**config.mk**
```make
export PLATFORM = sky130hd
export DESIGN_NAME = priv_csr_regs
export DESIGN_NICKNAME = d
export VERILOG_FILES = /design/src/rtl/priv_csr_pkg.sv /design/src/rtl/csr_status_unit.sv /design/src/rtl/csr_irq_unit.sv /design/src/rtl/csr_tvec_reg.sv /design/src/rtl/csr_read_mux.sv /design/src/rtl/priv_csr_regs.sv
export SDC_FILE = /design/constraint.sdc
export NUM_CORES = 1
export LEC_CHECK = 0
export ABC_AREA = 0
export CAP_MARGIN = 30
export CORE_MARGIN = 5
export CORE_UTILIZATION = 55
export DETAILED_ROUTE_END_ITERATION = 10
export GPL_TIMING_DRIVEN = 0
export HOLD_SLACK_MARGIN = 0.02
export PLACE_DENSITY = 0.82
export SLEW_MARGIN = 20
export SYNTH_ARGS = -nofsm -noshare
export SYNTH_HDL_FRONTEND = slang
export SYNTH_SLANG_ARGS = --single-unit
```
**constraint.sdc**
```tcl
create_clock -name clk_i -period 4.4 [get_ports clk_i]
set_clock_uncertainty 0.15 [all_clocks]
set_input_delay 0.44 -clock clk_i [delete_from_list [all_inputs] [get_ports clk_i]]
set_output_delay 0.44 -clock clk_i [all_outputs]
set_load 0.01 [all_outputs]
```
**src/rtl/priv_csr_pkg.sv**
```systemverilog
package priv_csr_pkg;
  localparam int unsigned ADDR_W = 12;

  localparam logic [ADDR_W-1:0] A_MSTAT = 12'h300;
  localparam logic [ADDR_W-1:0] A_SSTAT = 12'h100;
  localparam logic [ADDR_W-1:0] A_MIE   = 12'h304;
  localparam logic [ADDR_W-1:0] A_SIE   = 12'h104;
  localparam logic [ADDR_W-1:0] A_MIP   = 12'h344;
  localparam logic [ADDR_W-1:0] A_SIP   = 12'h144;
  localparam logic [ADDR_W-1:0] A_MDEL  = 12'h303;
  localparam logic [ADDR_W-1:0] A_MTVEC = 12'h305;
  localparam logic [ADDR_W-1:0] A_STVEC = 12'h105;

  // status field positions
  localparam int unsigned B_SIE  = 1;
  localparam int unsigned B_MIE  = 3;
  localparam int unsigned B_SPIE = 5;
  localparam int unsigned B_MPIE = 7;
  localparam int unsigned B_SPP  = 8;
  localparam int unsigned B_MPP  = 11;
  localparam int unsigned B_FS   = 13;
  localparam int unsigned B_XS   = 15;
  localparam int unsigned B_MPRV = 17;
  localparam int unsigned B_PUM  = 18;
  localparam int unsigned B_MXR  = 19;
  localparam int unsigned B_VM   = 24;
  localparam int unsigned VM_W   = 5;

  localparam logic [63:0] F_SIE  = 64'd1 << B_SIE;
  localparam logic [63:0] F_MIE  = 64'd1 << B_MIE;
  localparam logic [63:0] F_SPIE = 64'd1 << B_SPIE;
  localparam logic [63:0] F_MPIE = 64'd1 << B_MPIE;
  localparam logic [63:0] F_SPP  = 64'd1 << B_SPP;
  localparam logic [63:0] F_MPP  = 64'd3 << B_MPP;
  localparam logic [63:0] F_FS   = 64'd3 << B_FS;
  localparam logic [63:0] F_XS   = 64'd3 << B_XS;
  localparam logic [63:0] F_MPRV = 64'd1 << B_MPRV;
  localparam logic [63:0] F_PUM  = 64'd1 << B_PUM;
  localparam logic [63:0] F_MXR  = 64'd1 << B_MXR;
  localparam logic [63:0] F_VM   = 64'd31 << B_VM;

  localparam logic [63:0] STAT_BASE_WM = F_SIE | F_MIE | F_SPIE | F_MPIE | F_SPP | F_MPP
                                       | F_FS | F_MPRV | F_PUM | F_MXR;
  localparam logic [63:0] STAT_S_VIEW  = F_SIE | F_SPIE | F_SPP | F_FS | F_XS | F_PUM;
  localparam logic [63:0] STAT_FLUSH   = F_VM | F_MPP | F_MPRV | F_PUM | F_MXR;

  // interrupt bit positions
  localparam int unsigned I_SSW = 1;
  localparam int unsigned I_MSW = 3;
  localparam int unsigned I_STM = 5;
  localparam int unsigned I_MTM = 7;
  localparam int unsigned I_SEX = 9;

  localparam logic [63:0] IRQ_DELEGABLE = (64'd1 << I_SSW) | (64'd1 << I_STM) | (64'd1 << I_SEX);
  localparam logic [63:0] IRQ_EN_WM     = IRQ_DELEGABLE | (64'd1 << I_MSW) | (64'd1 << I_MTM);
  localparam logic [63:0] IRQ_PEND_WM   = (64'd1 << I_SSW) | (64'd1 << I_STM);

  // translation modes
  localparam logic [VM_W-1:0] VM_BARE = 5'd0;
  localparam logic [VM_W-1:0] VM_32   = 5'd8;
  localparam logic [VM_W-1:0] VM_39   = 5'd9;
  localparam logic [VM_W-1:0] VM_48   = 5'd10;
endpackage

```
**src/rtl/csr_status_unit.sv**
```systemverilog
module csr_status_unit
  import priv_csr_pkg::*;
#(
  parameter int unsigned XLEN    = 64,
  parameter bit          HAS_EXT = 1'b0
) (
  input  logic            clk_i,
  input  logic            rst_ni,
  input  logic            wr_m_i,
  input  logic            wr_s_i,
  input  logic [XLEN-1:0] wdata_i,
  output logic [XLEN-1:0] status_o,
  output logic            flush_o
);
  localparam logic [XLEN-1:0] BASE_WM = STAT_BASE_WM[XLEN-1:0];
  localparam logic [XLEN-1:0] XS_WM   = HAS_EXT ? F_XS[XLEN-1:0] : '0;
  localparam logic [XLEN-1:0] VM_WM   = F_VM[XLEN-1:0];
  localparam logic [XLEN-1:0] S_WM    = STAT_S_VIEW[XLEN-1:0];
  localparam logic [XLEN-1:0] FL_M    = STAT_FLUSH[XLEN-1:0];

  logic [XLEN-1:0] stat_q, merged, stat_d;
  logic [XLEN-1:0] wmask;
  logic [VM_W-1:0] vm_new;
  logic            vm_ok;
  logic            flush_q;
  logic            any_wr;

  assign any_wr = wr_m_i | wr_s_i;
  assign vm_new = merged[B_VM +: VM_W];

  generate
    if (XLEN == 64) begin : g_vm64
      assign vm_ok = (vm_new == VM_BARE) || (vm_new == VM_39) || (vm_new == VM_48);
    end else begin : g_vm32
      assign vm_ok = (vm_new == VM_BARE) || (vm_new == VM_32);
    end
  endgenerate

  always_comb begin
    merged = wr_s_i ? ((stat_q & ~S_WM) | (wdata_i & S_WM)) : wdata_i;
    wmask  = BASE_WM | XS_WM;
    if (vm_ok) wmask = wmask | VM_WM;
    stat_d = (stat_q & ~wmask) | (merged & wmask);
    stat_d[XLEN-1] = 1'b0;
  end

  always_ff @(posedge clk_i or negedge rst_ni) begin
    if (!rst_ni) begin
      stat_q  <= '0;
      flush_q <= 1'b0;
    end else begin
      flush_q <= any_wr && (|((stat_d ^ stat_q) & FL_M));
      if (any_wr) stat_q <= stat_d;
    end
  end

  logic dirty;
  assign dirty = (&stat_q[B_FS +: 2]) | (&stat_q[B_XS +: 2]);

  always_comb begin
    status_o = stat_q;
    status_o[XLEN-1] = dirty;
  end

  assign flush_o = flush_q;
endmodule

```
**src/rtl/csr_irq_unit.sv**
```systemverilog
module csr_irq_unit
  import priv_csr_pkg::*;
#(
  parameter int unsigned XLEN = 64
) (
  input  logic            clk_i,
  input  logic            rst_ni,
  input  logic            wr_mip_i,
  input  logic            wr_sip_i,
  input  logic            wr_mie_i,
  input  logic            wr_sie_i,
  input  logic            wr_del_i,
  input  logic [XLEN-1:0] wdata_i,
  output logic [XLEN-1:0] pend_o,
  output logic [XLEN-1:0] en_o,
  output logic [XLEN-1:0] deleg_o
);
  localparam logic [XLEN-1:0] PEND_WM = IRQ_PEND_WM[XLEN-1:0];
  localparam logic [XLEN-1:0] EN_WM   = IRQ_EN_WM[XLEN-1:0];
  localparam logic [XLEN-1:0] DEL_WM  = IRQ_DELEGABLE[XLEN-1:0];

  logic [XLEN-1:0] pend_q, en_q, del_q;
  logic [XLEN-1:0] pend_src, en_src;
  logic [XLEN-1:0] pend_d, en_d, del_d;

  // supervisor views narrow the write to delegated bits first
  always_comb begin
    pend_src = wr_sip_i ? ((pend_q & ~del_q) | (wdata_i & del_q)) : wdata_i;
    en_src   = wr_sie_i ? ((en_q & ~del_q) | (wdata_i & del_q)) : wdata_i;
    pend_d   = (pend_q & ~PEND_WM) | (pend_src & PEND_WM);
    en_d     = (en_q & ~EN_WM) | (en_src & EN_WM);
    del_d    = (del_q & ~DEL_WM) | (wdata_i & DEL_WM);
  end

  always_ff @(posedge clk_i or negedge rst_ni) begin
    if (!rst_ni) begin
      pend_q <= '0;
      en_q   <= '0;
      del_q  <= '0;
    end else begin
      if (wr_mip_i || wr_sip_i) pend_q <= pend_d;
      if (wr_mie_i || wr_sie_i) en_q <= en_d;
      if (wr_del_i) del_q <= del_d;
    end
  end

  assign pend_o  = pend_q;
  assign en_o    = en_q;
  assign deleg_o = del_q;
endmodule

```
**src/rtl/csr_tvec_reg.sv**
```systemverilog
module csr_tvec_reg #(
  parameter int unsigned     XLEN    = 64,
  parameter logic [XLEN-1:0] RST_VAL = '0
) (
  input  logic            clk_i,
  input  logic            rst_ni,
  input  logic            wr_i,
  input  logic [XLEN-1:0] wdata_i,
  output logic [XLEN-1:0] base_o
);
  localparam int unsigned ALIGN = 2;

  logic [XLEN-1:0] base_q;

  always_ff @(posedge clk_i or negedge rst_ni) begin
    if (!rst_ni) base_q <= {RST_VAL[XLEN-1:ALIGN], {ALIGN{1'b0}}};
    else if (wr_i) base_q <= {wdata_i[XLEN-1:ALIGN], {ALIGN{1'b0}}};
  end

  assign base_o = base_q;
endmodule

```
**src/rtl/csr_read_mux.sv**
```systemverilog
module csr_read_mux
  import priv_csr_pkg::*;
#(
  parameter int unsigned XLEN = 64
) (
  input  logic [ADDR_W-1:0] addr_i,
  input  logic [XLEN-1:0]   status_i,
  input  logic [XLEN-1:0]   pend_i,
  input  logic [XLEN-1:0]   en_i,
  input  logic [XLEN-1:0]   deleg_i,
  input  logic [XLEN-1:0]   mtvec_i,
  input  logic [XLEN-1:0]   stvec_i,
  output logic [XLEN-1:0]   data_o,
  output logic              hit_o
);
  localparam logic [XLEN-1:0] SD_BIT = {1'b1, {(XLEN-1){1'b0}}};
  localparam logic [XLEN-1:0] S_RD   = STAT_S_VIEW[XLEN-1:0] | SD_BIT;

  always_comb begin
    data_o = '0;
    hit_o  = 1'b1;
    unique case (addr_i)
      A_MSTAT: data_o = status_i;
      A_SSTAT: data_o = status_i & S_RD;
      A_MIP:   data_o = pend_i;
      A_SIP:   data_o = pend_i & deleg_i;
      A_MIE:   data_o = en_i;
      A_SIE:   data_o = en_i & deleg_i;
      A_MDEL:  data_o = deleg_i;
      A_MTVEC: data_o = mtvec_i;
      A_STVEC: data_o = stvec_i;
      default: hit_o = 1'b0;
    endcase
  end
endmodule

```
**src/rtl/priv_csr_regs.sv**
```systemverilog
module priv_csr_regs
  import priv_csr_pkg::*;
#(
  parameter int unsigned     XLEN      = 64,
  parameter bit              HAS_EXT   = 1'b0,
  parameter logic [XLEN-1:0] RST_MTVEC = XLEN'(256)
) (
  input  logic            clk_i,
  input  logic            rst_ni,
  input  logic            wr_en_i,
  input  logic [11:0]     wr_addr_i,
  input  logic [XLEN-1:0] wr_data_i,
  input  logic            rd_en_i,
  input  logic [11:0]     rd_addr_i,
  output logic [XLEN-1:0] rdata_o,
  output logic            illegal_o,
  output logic            tlb_flush_o
);
  localparam int unsigned N_TVEC = 2;

  logic wr_mstat, wr_sstat, wr_mip, wr_sip, wr_mie, wr_sie, wr_del;
  logic [N_TVEC-1:0] wr_tvec;

  assign wr_mstat = wr_en_i && (wr_addr_i == A_MSTAT);
  assign wr_sstat = wr_en_i && (wr_addr_i == A_SSTAT);
  assign wr_mip   = wr_en_i && (wr_addr_i == A_MIP);
  assign wr_sip   = wr_en_i && (wr_addr_i == A_SIP);
  assign wr_mie   = wr_en_i && (wr_addr_i == A_MIE);
  assign wr_sie   = wr_en_i && (wr_addr_i == A_SIE);
  assign wr_del   = wr_en_i && (wr_addr_i == A_MDEL);
  assign wr_tvec[0] = wr_en_i && (wr_addr_i == A_MTVEC);
  assign wr_tvec[1] = wr_en_i && (wr_addr_i == A_STVEC);

  logic [XLEN-1:0] status_w, pend_w, en_w, del_w;
  logic [XLEN-1:0] tvec_w [N_TVEC];
  logic [XLEN-1:0] mux_data;
  logic            mux_hit;

  csr_status_unit #(.XLEN(XLEN), .HAS_EXT(HAS_EXT)) u_status (
    .clk_i    (clk_i),
    .rst_ni   (rst_ni),
    .wr_m_i   (wr_mstat),
    .wr_s_i   (wr_sstat),
    .wdata_i  (wr_data_i),
    .status_o (status_w),
    .flush_o  (tlb_flush_o)
  );

  csr_irq_unit #(.XLEN(XLEN)) u_irq (
    .clk_i    (clk_i),
    .rst_ni   (rst_ni),
    .wr_mip_i (wr_mip),
    .wr_sip_i (wr_sip),
    .wr_mie_i (wr_mie),
    .wr_sie_i (wr_sie),
    .wr_del_i (wr_del),
    .wdata_i  (wr_data_i),
    .pend_o   (pend_w),
    .en_o     (en_w),
    .deleg_o  (del_w)
  );

  generate
    for (genvar gi = 0; gi < N_TVEC; gi++) begin : g_tvec
      csr_tvec_reg #(
        .XLEN    (XLEN),
        .RST_VAL (gi == 0 ? RST_MTVEC : '0)
      ) u_tvec (
        .clk_i   (clk_i),
        .rst_ni  (rst_ni),
        .wr_i    (wr_tvec[gi]),
        .wdata_i (wr_data_i),
        .base_o  (tvec_w[gi])
      );
    end
  endgenerate

  csr_read_mux #(.XLEN(XLEN)) u_rmux (
    .addr_i   (rd_addr_i),
    .status_i (status_w),
    .pend_i   (pend_w),
    .en_i     (en_w),
    .deleg_i  (del_w),
    .mtvec_i  (tvec_w[0]),
    .stvec_i  (tvec_w[1]),
    .data_o   (mux_data),
    .hit_o    (mux_hit)
  );

  logic [XLEN-1:0] rdata_q;
  logic            illegal_q;

  always_ff @(posedge clk_i or negedge rst_ni) begin
    if (!rst_ni) begin
      rdata_q   <= '0;
      illegal_q <= 1'b0;
    end else begin
      illegal_q <= rd_en_i && !mux_hit;
      if (rd_en_i) rdata_q <= mux_hit ? mux_data : '0;
    end
  end

  assign rdata_o   = rdata_q;
  assign illegal_o = illegal_q;
endmodule

```
; ---- After elaboration in Yosys (flattened, before gate mapping)
; Index checks and enable logic that the tools add are counted.
[classes]
add_sub_neg = 0
n_mul = 0
div = 0
n_bitwise = 19
mux = 7
n_eq_ne = 20
magnitude_cmp = 0
n_shift = 0
n_reduce_logical = 21
[ops]
columns = cell, n
row1 = 64-bit one-hot mux with 9 select lines, 1
row2 = 64-bit AND, 2
row3 = 64-bit by 10-bit OR with 64-bit output, 2
row4 = 63-bit AND, 2
row5 = "12-bit by 10-bit == test with 1-bit output, second input constant", 10
row6 = "12-bit by 9-bit == test with 1-bit output, second input constant", 8
row7 = 64-bit two-way mux, 1
row8 = 64-bit by 6-bit OR with 64-bit output, 1
row9 = 63-bit two-way mux, 1
row10 = 63-bit inverter, 1
row11 = 63-bit by 19-bit OR with 63-bit output, 1
row12 = 63-bit OR, 1
row13 = 29-bit two-way mux, 1
row14 = 29-bit XOR, 1
row15 = 10-bit AND, 2
row16 = 1-bit logical AND, 11
row17 = "5-bit by 4-bit == test with 1-bit output, second input constant", 2
row18 = 10-bit two-way mux, 1
row19 = 10-bit inverter, 1
row20 = 10-bit OR, 1
row21 = 10-bit OR reduction, 1
row22 = 9-bit OR reduction, 1
row23 = 6-bit AND, 1
row24 = 6-bit two-way mux, 1
row25 = 7 further kinds, 12
[totals]
latchBits = 0
mem_bits_ro = 0
input_bits = 92
regBits = 445
mem_bits_rw = 0
elab_cells = 76
mem_count = 0
output_inout_bits = 66

; ---- Logic depth before layout (Yosys ltp)
; Gate-level depths: netlist of the first run.
[logic_depth]
word_depth = 13
mapped_depth = 7
ltp_nobuf = 5

; ---- Modules after synthesis
; A second synthesis of the first run with hierarchy kept.
[hier_totals]
hier_cells = 1463
area_unflattened_um2 = 15218.3
[by_module_without_submodules]
columns = module, cells_per_inst, seq_area_each_um2, n_inst, area_each_um2
row1 = csr_read_mux, 556, 0.0, 1, 4066.4
row2 = priv_csr_regs, 301, 1626.6, 1, 2773.9
row3 = csr_tvec_reg (g_tvec[0].u_tvec), 134, 1552.7, 1, 2626.3
row4 = csr_tvec_reg (g_tvec[1].u_tvec), 134, 1551.5, 1, 2625.0
row5 = csr_irq_unit, 209, 250.2, 1, 1789.2
row6 = csr_status_unit, 129, 450.4, 1, 1337.5

; ---- Least setup slack after synthesis of the first run
; No wires, ideal clock.
[synth_timing]
path_type = input to register
startpoint = input port wr_addr_i[10]
endpoint = register g_tvec[1].u_tvec.base_q[10]
t_arrival_ns = 1.816
path_buffers = 2
t_required_ns = 4.125
stages = 6
setup_time_ns = 0.125
setup_slack_ns = 2.308
path_cell_list = and4bb_4 > nand2b_4 > or3_1 > buf_6 > buf_12 > mux2_4
[synth_via]
elab_chain_len = 2
[synth_rtl]
columns = item, line
row1 = from (decl), priv_csr_regs.sv:11  ; input logic [11:0] wr_addr_i,
row2 = 12-bit by 9-bit == test with 1-bit output, priv_csr_regs.sv:32  ; assign wr_tvec[1] = wr_en_i && (wr_addr_i == A_STVEC);
row3 = 1-bit logical AND, priv_csr_regs.sv:32
row4 = to (signal assigned), csr_tvec_reg.sv:16  ; if (!rst_ni) base_q <= {RST_VAL[XLEN-1:ALIGN], {ALIGN{1'b0}}};
row5 = to (signal assigned), csr_tvec_reg.sv:17  ; else if (wr_i) base_q <= {wdata_i[XLEN-1:ALIGN], {ALIGN{1'b0}}};
row6 = to (decl), csr_tvec_reg.sv:13  ; logic [XLEN-1:0] base_q;
; Every way passes these cells.
; A chain may end at the register's enable or synchronous reset.

; ---- Worst setup path after layout of the first run
[layout_timing]
startpoint = input port rd_addr_i[10]
endpoint = register rdata_q[55], in the netlist rdata_o[55]
[layout_via]
elab_chain_len = 4
word_cells_on_any_way = 13
classes_between = eq/ne: 9 / mux: 3 / reduce/logical: 1
[layout_rtl]
columns = item, line
row1 = from (decl), priv_csr_regs.sv:14  ; input logic [11:0] rd_addr_i,
row2 = 12-bit by 10-bit == test with 1-bit output / 12-bit by 9-bit == test with 1-bit output (equally long branches), csr_read_mux.sv:22  ; unique case (addr_i)
row3 = 9-bit OR reduction (no source line), --
row4 = 1-bit two-way mux, csr_read_mux.sv:22
row5 = 64-bit two-way mux (*), priv_csr_regs.sv:99  ; if (rd_en_i) rdata_q <= mux_hit ? mux_data : '0;
row6 = to (signal assigned), priv_csr_regs.sv:99
row7 = to (decl), priv_csr_regs.sv:90  ; logic [XLEN-1:0] rdata_q;
; Every way passes the cells marked *; elsewhere a longest branch is shown, timed or not.

==> results of run 1 <==
-- state kept, by name, summed over array words and instances (netlist names) --
register,flops
g_tvec.u_tvec.base_o,124
u_status.stat_q,17
rdata_o,64
u_irq.pend_o,2
u_irq.en_o,5
illegal_o,1
u_status.flush_o,1
u_irq.deleg_o,3
-- power groups by stage --
stage	clock (mW)	sequential, mW	combinational [mW]
finish	1.93	2.07	0.350
detailed placement	0	2.10	0.352
CTS	1.95	2.07	0.355
floorplan	0	2.12	0.0804
global route	2.05	2.07	0.380
global placement	0	2.10	0.339
-- worst max-delay path by stage --
stage / from / endpoint / cells past startpoint
floorplan: wr_addr_i[10] / g_tvec[1].u_tvec.base_o[10]$_DFFE_PN0P_ / 6
finish: rd_addr_i[10] / rdata_o[55]$_DFFE_PN0P_ / 7
global route: rd_addr_i[8] / rdata_o[48]$_DFFE_PN0P_ / 7
CTS: rd_addr_i[10] / rdata_o[55]$_DFFE_PN0P_ / 7
detailed placement: rd_addr_i[10] / rdata_o[55]$_DFFE_PN0P_ / 7
global placement: rst_ni / g_tvec[0].u_tvec.base_o[39]$_DFFE_PN0P_ / 1
-- metal layers --
layer | GRT usage | up-vias | share of wire | wire, um
met4 | 0.0601 | 2 | 0.024 | 548
li1 | - | 3021 | - | -
met5 | 0 | - | 0.00030 | 7
met3 | 0.0361 | 42 | 0.055 | 1260
met1 | 0.327 | 3348 | 0.44 | 10200
met2 | 0.373 | 190 | 0.48 | 11100
-- per-stage QoR --
step	hold WS (ns)	std cells	setup TNS (ns)	instance area, um2
floorplan	-0.00559	730	0	9540
global placement	0.317	1109	-1347.92	11400
detailed placement	0.263	1111	0	11400
CTS	0.339	1153	0	12200
global route	0.357	1153	0	12200
finish	0.322	1153	0	12200
-- critical path, delay by kind of cell --
family	cells	cell delay (ns)
AO/OA/AOI/OAI	2	0.36
buffers and inverters	2	0.90
AND/OR/NAND/NOR	3	1.17
-- final cells by class --
type / count / share of cell area
clock inverters: 8 / 0.00760
flip-flops and latches: 217 / 0.446
clock buffers: 33 / 0.0544
plain buffers: 43 / 0.0244
well taps: 225 / 0.0231
repair buffers: 157 / 0.132
multi-input cells: 465 / 0.311
inverters: 5 / 0.00154
-- synthesized netlist by cell type, types with 2 or more instances --
| library cell | n |
|---|---|
| xnor2_1 | 3 |
| buf_12 | 6 |
| a21oi_1 | 63 |
| mux2_4 | 60 |
| nor2_1 | 79 |
| nor3_2 | 3 |
| xor2_1 | 6 |
| a2bb2oi_1 | 9 |
| mux2_2 | 78 |
| mux2_1 | 11 |
| nor2b_1 | 3 |
| dfrtp_1 | 216 |
| nand3_1 | 8 |
| o22ai_1 | 2 |
| inv_1 | 5 |
| a31oi_1 | 6 |
| or4_1 | 2 |
| clkbuf_1 | 19 |
| o21ai_0 | 3 |
| a22oi_1 | 60 |
| nand4_1 | 6 |
| nor4_1 | 2 |
| and2_1 | 2 |
| mux2i_1 | 3 |
| nand2_1 | 19 |
| or3_1 | 4 |
| buf_4 | 4 |
| nor3_4 | 2 |
| buf_2 | 13 |
| nor3_1 | 6 |
-- cell families after synthesis --
group	count (synthesis)	share of synthesized area
AND/OR/NAND/NOR	147	0.0784
AO/OA/AOI/OAI	157	0.108
buffers and inverters	48	0.0332
XOR/XNOR	9	0.00826
multiplexers	152	0.203
flip-flops	217	0.569
==> results.yml, run 1 <==
run_status:
  outcome: "finished, final reports clean"
floorplan:
  die_width_um: 142
  rows: 48
  fp.dieArea_um2: 20100
  die_height_um: 142
  initial_core_util: 0.556
  io-pin-count: 158
  core_area_um2: 17200
detailed_routing:
  wl_per_cell_um: 20.0
  drt_iter0_drc: 325
  drt-vias-per-instance: 5.73
  firstDrtPassIters: 5
  drc_errors: 0
  drtAntennaViolNets: 0
  vias: 6603
  routed_wl_um: 23100
pwr:
  p_clk_frac: 0.443
  power_leakage_nw: 5.68
  p_seq_frac: 0.476
  intPower_mw: 3.38
  switchingPower_mw: 0.961
  peakVddDrop_mv: 0.339
  p_per_area_nw_per_um2: 356
  p_total_mw: 4.34
  pwr-share-comb: 0.081
  p_sw_frac: 0.221
clocking:
  cts_buffers: 23
  clkLatencyLatePin_ns: 0.49
  post_cts.repair.setup_buffers: 0
  clk_pin_slew_ns: 0.06
  cts-resized-gates: 0
  cts_sinks: 217
  htree_levels: 1
  cts_root_buf: "clkbuf_16"
  hold_buffers: 1
  cts_tree: "yes"
  cts_buffer_depth: 3
setup_path:
  r2r_slack_ns: 2.32
  r2r-end: "u_status.stat_q[26]$_DFFE_PN0P_"
  cp-end-kind: "register"
  crit_fanout: 10
  max_stage_delay_ns: 0.58
  critical_path_class: "input port to register"
  slowest_stage: "nor3_2"
  path_cells: "clkdlybuf4s50_1 -> nor3b_2 -> nand3b_1 -> nor3_2 -> clkbuf_1 -> a22oi_1 -> a21oi_1"
  rr_worst_depth: 5
  worstPathRequired_ns: 4.67
  reg2reg_from: "u_status.stat_q[25]$_DFFE_PN0P_"
  cp-start-kind: "input port"
  crit_arrival_ns: 2.87
synthesis:
  ys_types: 57
  syn_inst: 730
  async_flop_share: 1.00
  yosys_warnings: 0
  yosys.area.top_type: "dfrtp_1"
  synth-seq-cells: 217
  netlist.area_leader.share: 0.566
  yosysSeqAreaShare: 0.569
  netlist_area_um2: 9540
  synthTopCellsByArea: "dfrtp_1, mux2_4, mux2_2"
  yosys_most_used_dff: "dfrtp_1"
  avgSynthCellArea_um2: 13.1
  syn-num-nets: 822
  synth_edf_count: 0
layout:
  multi_input_comb_area_um2: 3790
  final_cell_mix: "dfrtp_1, clkdlybuf4s50_1, nor2_1, mux2_2, a21oi_1"
  regArea_um2: 5430
  final_core_util: 0.710
  area_delta_synth_final_pct: 27.8
  final_nets: 1004
  drive_above_1_share: 0.230
  final_common_cell: "dfrtp_1"
  diodes: 0
  fillCellCount: 1227
sta:
  timing.fmax_ghz: 0.384
  setup_slack_ns: 1.80
  maxSlewHeadroom: 0.506
  hold_violations: 0
  slew_violations: 0
  fin_crit_ns: 2.60
  finalSetupViolations: 0
  min_period_over_period: 0.591
  grt_setup_unrepaired: "false"
  tightest_slew_ns: 0.733
global_route:
  groute.usage.overall: 0.230
  grt_max_degree: 85
  antenna_found_initial: 1
  grt-ovfl-total: 0
  grt_pass1_vias: 6950
  grt_pass1_wl_um: 37200
placement:
  numPortBuffers: 154
  dpl_worst_slack_ns: 1.28
  gp_congestion: 0.891
  dp_hpwl_um: 15900
job:
  cap_violations: 0
hold_path:
  hp-class: "input port to asynchronous set/reset pin"
No activity file was read; power rests on OpenSTA's default activity.
==> run 2, diff against run 1 <==
- CORE_UTILIZATION: 55 -> 48
- PLACE_DENSITY: 0.82 -> 0.76
- clock period: 4.4 -> 2.1 ns (I/O delays scaled with it)
==> run 2 against run 1 <==
Compared with the run above:
- total power up 120%
- final cell count increased by 4.2%
- hold slack lost 0.24 ns
- wire length grew 2.6%
- first-iteration DRC count is 3.4% higher
- critical path depth did not move
- die area grew 14%
- count of clock-buffer cells in the layout rose by 2
- critical path type unchanged
- highest routed layer unchanged
==> results.yml, run 2 (synthesized netlist as in run 1, its figures left out) <==
setup_path:
  slowest_stage: "clkdlybuf4s50_1"
  max_stage_delay_ns: 0.53
  crit_arrival_ns: 2.35
  reg2reg_from: "u_status.stat_q[24]$_DFFE_PN0P_"
  cp-start-kind: "input port"
  r2r-end: "u_status.stat_q[26]$_DFFE_PN0P_"
  r2r_slack_ns: 0.03
  crit_buf_inv: 3
  cp-end-kind: "register"
  worstPathRequired_ns: 2.36
  rr_worst_depth: 5
  crit_fanout: 10
  path_delay_family: "buffers and inverters"
  critical_path_class: "input port to register"
  path_cells: "clkdlybuf4s50_1 -> nand4bb_2 -> nor3_4 -> buf_2 -> buf_4 -> a22oi_1 -> a21oi_1"
layout:
  final_cell_mix: "dfrtp_1, clkdlybuf4s50_1, nor2_1, mux2_2, a21oi_1"
  area_delta_synth_final_pct: 30.3
  final_core_util: 0.637
  drive_above_1_share: 0.247
  largest_register_ffs: 124
  final_nets: 1013
  final_common_cell: "dfrtp_1"
  diodes: 0
global_route:
  antenna_found_initial: 1
  grt_pass1_vias: 6930
  groute.usage.overall: 0.210
  grt_pass1_wl_um: 37900
  grt-ovfl-total: 0
  grt_max_degree: 100
pwr:
  peakVddDrop_mv: 0.469
  p_per_area_nw_per_um2: 751
  power_leakage_nw: 5.78
sta:
  maxSlewHeadroom: 0.515
  grt_setup_unrepaired: "true"
  min_period_over_period: 0.995
  fin_crit_ns: 2.09
  finalSetupViolations: 0
  slew_violations: 0
  hold_violations: 0
  timing.fmax_ghz: 0.479
  hold_slack_ns: 0.0809
  finalSetupTns_ns: 0
  tightest_slew_ns: 0.721
  setup_slack_ns: 0.0101
clocking:
  cts_buffers: 23
  clk_pin_slew_ns: 0.06
  cts_buffer_depth: 3
  htree_levels: 1
  cts_tree: "yes"
  cts_root_buf: "clkbuf_16"
  cts_sinks: 217
  clkLatencyLatePin_ns: 0.50
placement:
  dp_hpwl_um: 16400
  dpl_worst_slack_ns: -0.809
  gp_congestion: 0.878
  numPortBuffers: 154
floorplan:
  io-pin-count: 158
  rows: 51
  core_area_um2: 19500
  die_height_um: 151
  fp.dieArea_um2: 22800
  die_width_um: 151
  initial_core_util: 0.489
hold_path:
  hp-class: "input port to asynchronous set/reset pin"
detailed_routing:
  drtAntennaViolNets: 0
  wl_per_cell_um: 19.7
  routed_wl_um: 23700
  vias: 6660
  firstDrtPassIters: 5
  drc_errors: 0
  drt-vias-per-instance: 5.54
  drt_iter0_drc: 336
job:
  cap_violations: 0
run_status:
  outcome: "finished, final reports clean"
run 2: timing repair:
action,4_1_cts,5_1_grt
endpoints found under the hold margin,217,0
buffers inserted,7,3
setup endpoints to repair,125,58
gates resized for setup,6,10
pin swaps,3,3
hold buffers,1,0
run 2: stage by stage:
step / instance area, um2 / total power, mW / std cells
3_3_place_gp: 11400 / 5.12 / 1149
2_1_floorplan: 9540 / 4.61 / 730
5_1_grt: 12400 / 9.68 / 1202
3_5_place_dp: 11500 / 5.15 / 1151
4_1_cts: 12400 / 9.44 / 1200
6_report: 12400 / 9.34 / 1202
run 2: final cells by class:
cell class                      count  area (um2)
Inverter                            5        18.8
Tap cell                          265         332
Sequential cell                   217        5430
Clock buffer                       35         701
Timing Repair Buffer              167        1700
Buffer                             42         302
Fill cell                        1557        7090
Clock inverter                      6         108
Multi-Input combinational cell    465        3840
run 2: power by group:
part / switching (mW) / internal [mW]
Clock: 1.61 / 2.66
Combinational: 0.362 / 0.380
Sequential: 0.0575 / 4.28
run 2: worst register-to-register path: cells and delay by family, from the launching register on:
kind | cells | cell delay (ns)
simple gates | 3 | 1.06
flops | 1 | 0.45
compound gates | 2 | 0.30
run 2: worst max-delay path by stage:
stage / start / to / slack [ns] / depth (start not counted)
floorplan: u_status.stat_q[25]$_DFFE_PN0P_ / u_status.stat_q[26]$_DFFE_PN0P_ / 0.18 / 5
global placement: rst_ni / g_tvec[0].u_tvec.base_o[40]$_DFFE_PN0P_ / -8.44 / 1
detailed placement: rd_addr_i[8] / rdata_o[55]$_DFFE_PN0P_ / -0.81 / 7
CTS: rd_addr_i[0] / rdata_o[44]$_DFFE_PN0P_ / 0.008 / 7
global route: rd_addr_i[0] / rdata_o[17]$_DFFE_PN0P_ / -0.07 / 6
finish: rd_addr_i[3] / rdata_o[44]$_DFFE_PN0P_ / 0.01 / 7
run 2: per-layer routing:
metal  vias up  GRT usage  wire, um  part of all wire
met4         2     0.0467       429             0.018
met1      3371      0.294     10300              0.43
met3        34     0.0329      1350             0.057
met2       202      0.349     11600              0.49
li1       3051          -         -                 -
met5         -          0        12           0.00051
==> run 3, diff against run 2 <==
- ABC_AREA: 0 -> 1
- CORE_UTILIZATION: 48 -> 49
- PLACE_DENSITY: 0.76 -> 0.77
==> run 3 against run 2 <==
Compared with the run above:
- critical endpoint is now rdata_o[3]$_DFFE_PN0P_
- sequential share of layout area fell by 0.085 points
- utilization rose by 0.11 points
- total power fell by 6.3%
- register-to-register slack improved by 0.52 ns
- sequential cell count did not move
- global-route usage rose by 2.4 points
- maximum frequency rose by 7.9%
- critical path type unchanged
==> results.yml, run 3 <==
placement:
  numPortBuffers: 155
  dp_hpwl_um: 18100
  gp_congestion: 0.868
  post_dp_cell_area_um2: 11700
detailed_routing:
  drt-vias-per-instance: 5.30
  vias: 8329
  firstDrtPassIters: 5
  drt_iter0_drc: 645
  wl_per_cell_um: 16.6
  routed_wl_um: 26100
  drtAntennaViolNets: 0
  drc_errors: 0
pwr:
  p_total_mw: 8.75
  peakVddDrop_mv: 0.533
  p_per_area_nw_per_um2: 703
  power_leakage_nw: 6.04
floorplan:
  fp.dieArea_um2: 22800
  core_area_um2: 19500
  die_width_um: 151
  die_height_um: 151
  io-pin-count: 158
  initial_core_util: 0.499
  rows: 51
layout:
  area_delta_synth_final_pct: 27.9
  final_area_um2: 12500
  final_cell_mix: "nand2_1, dfrtp_1, clkdlybuf4s50_1, inv_1, o21ai_1"
  diodes: 0
  final_common_cell: "nand2_1"
  largest_register_ffs: 124
  drive_above_1_share: 0.0819
  final_core_util: 0.638
  final_nets: 1382
synthesis:
  synth_common_cells: "nand2_1, dfrtp_1, inv_1"
  avgSynthCellArea_um2: 8.80
  netlist_area_um2: 9730
  yosys_warnings: 0
  synth.most_common_cell: "nand2_1"
  yosysSeqAreaShare: 0.558
  yosys_most_used_dff: "dfrtp_1"
  synthTopCellsByArea: "dfrtp_1, nand2_1, a32o_1"
  synth-seq-cells: 217
  ys_types: 40
  syn-num-nets: 1198
  yosys.area.top_type: "dfrtp_1"
  synth_edf_count: 0
  syn_inst: 1106
  netlist.area_leader.share: 0.555
  async_flop_share: 1.00
setup_path:
  reg2reg_from: "u_status.stat_q[27]$_DFFE_PN0P_"
  critical_path_class: "input port to register"
  r2r-end: "u_status.flush_o$_DFF_PN0_"
  crit_fanout: 10
  worstPathRequired_ns: 2.39
  cp-start-kind: "input port"
  r2r_slack_ns: 0.55
  crit_arrival_ns: 2.23
  rr_worst_depth: 9
  cp-end-kind: "register"
global_route:
  grt-ovfl-total: 0
  antenna_found_initial: 1
  groute.usage.overall: 0.234
  grt_pass1_wl_um: 43100
  grt_pass1_vias: 8437
  grt_max_degree: 95
sta:
  timing.fmax_ghz: 0.517
  hold_violations: 0
  tightest_slew_ns: 0.808
  hold_slack_ns: 0.0240
  finalSetupViolations: 0
  min_period_over_period: 0.922
  fin_crit_ns: 1.94
  grt_setup_unrepaired: "false"
  maxSlewHeadroom: 0.461
  slew_violations: 0
clocking:
  clkLatencyLatePin_ns: 0.52
  clk_pin_slew_ns: 0.07
  cts_root_buf: "clkbuf_16"
  cts_buffer_depth: 3
  cts_tree: "yes"
  cts_buffers: 22
  htree_levels: 1
  cts_sinks: 217
hold_path:
  hp-class: "input port to asynchronous set/reset pin"
job:
  cap_violations: 0
run_status:
  outcome: "finished, final reports clean"
run 3: power breakdown:
part           total, mW  leakage, nW  internal (mW)  switching [mW]
combinational      0.484         2.70          0.205           0.279
sequential          4.20         2.99           4.19         0.00850
clock               4.07        0.348           2.37            1.70
total               8.75         6.04           6.77            1.99
run 3: cell families (layout without fill, tap and decap cells):
group,after synthesis,in the layout,synth area share
AOI/OAI and AO/OA,210,210,0.134
buffers and inverters,155,355,0.0727
and+or+nand+nor,518,518,0.230
DFF,217,217,0.558
xor gates and xnor gates,3,3,0.00270
muxes,3,3,0.00308
run 3: what timing repair did:
item	4_1_cts	5_1_grt
pin swaps	1	0
endpoints found under the hold margin	123	0
endpoints found under the setup margin	4	5
setup buffers	2	0
hold buffers	1	0
resized for setup	0	5
run 3: layout make-up:
type	instances	area [um2]
fillers	1658	7070
clock buffers	29	587
multi-input cells	734	3590
clock inverters	11	159
flip-flops and latches	217	5430
repair buffers	160	1640
inverters	97	367
well taps	265	332
plain buffers	58	347
run 3: how the worst max path moves through the flow:
| stage | from | end | slack [ns] |
|---|---|---|---|
| after floorplan | wr_addr_i[11] | u_irq.en_o[1]$_DFFE_PN0P_ | 0.55 |
| after global placement | rst_ni | u_irq.en_o[1]$_DFFE_PN0P_ | -8.32 |
| after detailed placement | rd_addr_i[6] | rdata_o[3]$_DFFE_PN0P_ | -0.55 |
| after CTS | rd_addr_i[6] | rdata_o[36]$_DFFE_PN0P_ | 0.17 |
| after global routing | rd_addr_i[6] | rdata_o[13]$_DFFE_PN0P_ | 0.001 |
| final | rd_addr_i[6] | rdata_o[3]$_DFFE_PN0P_ | 0.16 |
run 3: worst max-delay path, cell delays in order:
cell,delay [ns]
clkdlybuf4s50_1,0.51
nor2_1,0.16
nand3_2,0.17
inv_2,0.11
buf_4,0.18
nand4_1,0.21
nand3b_1,0.21
nor2_1,0.09
nor2_4,0.23
nand2_1,0.08
nand2_1,0.07
run 3: layer usage:
layer / GRT usage / up-vias / wire length [um]
met5: 0 / - / 11
met4: 0.0653 / 2 / 589
met2: 0.375 / 253 / 12400
met3: 0.0302 / 42 / 1570
li1: - / 3984 / -
met1: 0.338 / 4048 / 11600
run 3: per-stage QoR:
step / worst slack, ns / TNS [ns] / cells
after floorplan: 0.546 / 0 / 1106
after global placement: -8.32 / -1841.01 / 1526
after detailed placement: -0.550 / -47.65 / 1528
after CTS: 0.167 / 0 / 1571
after global routing: 0.00142 / 0 / 1571
final: 0.164 / 0 / 1571
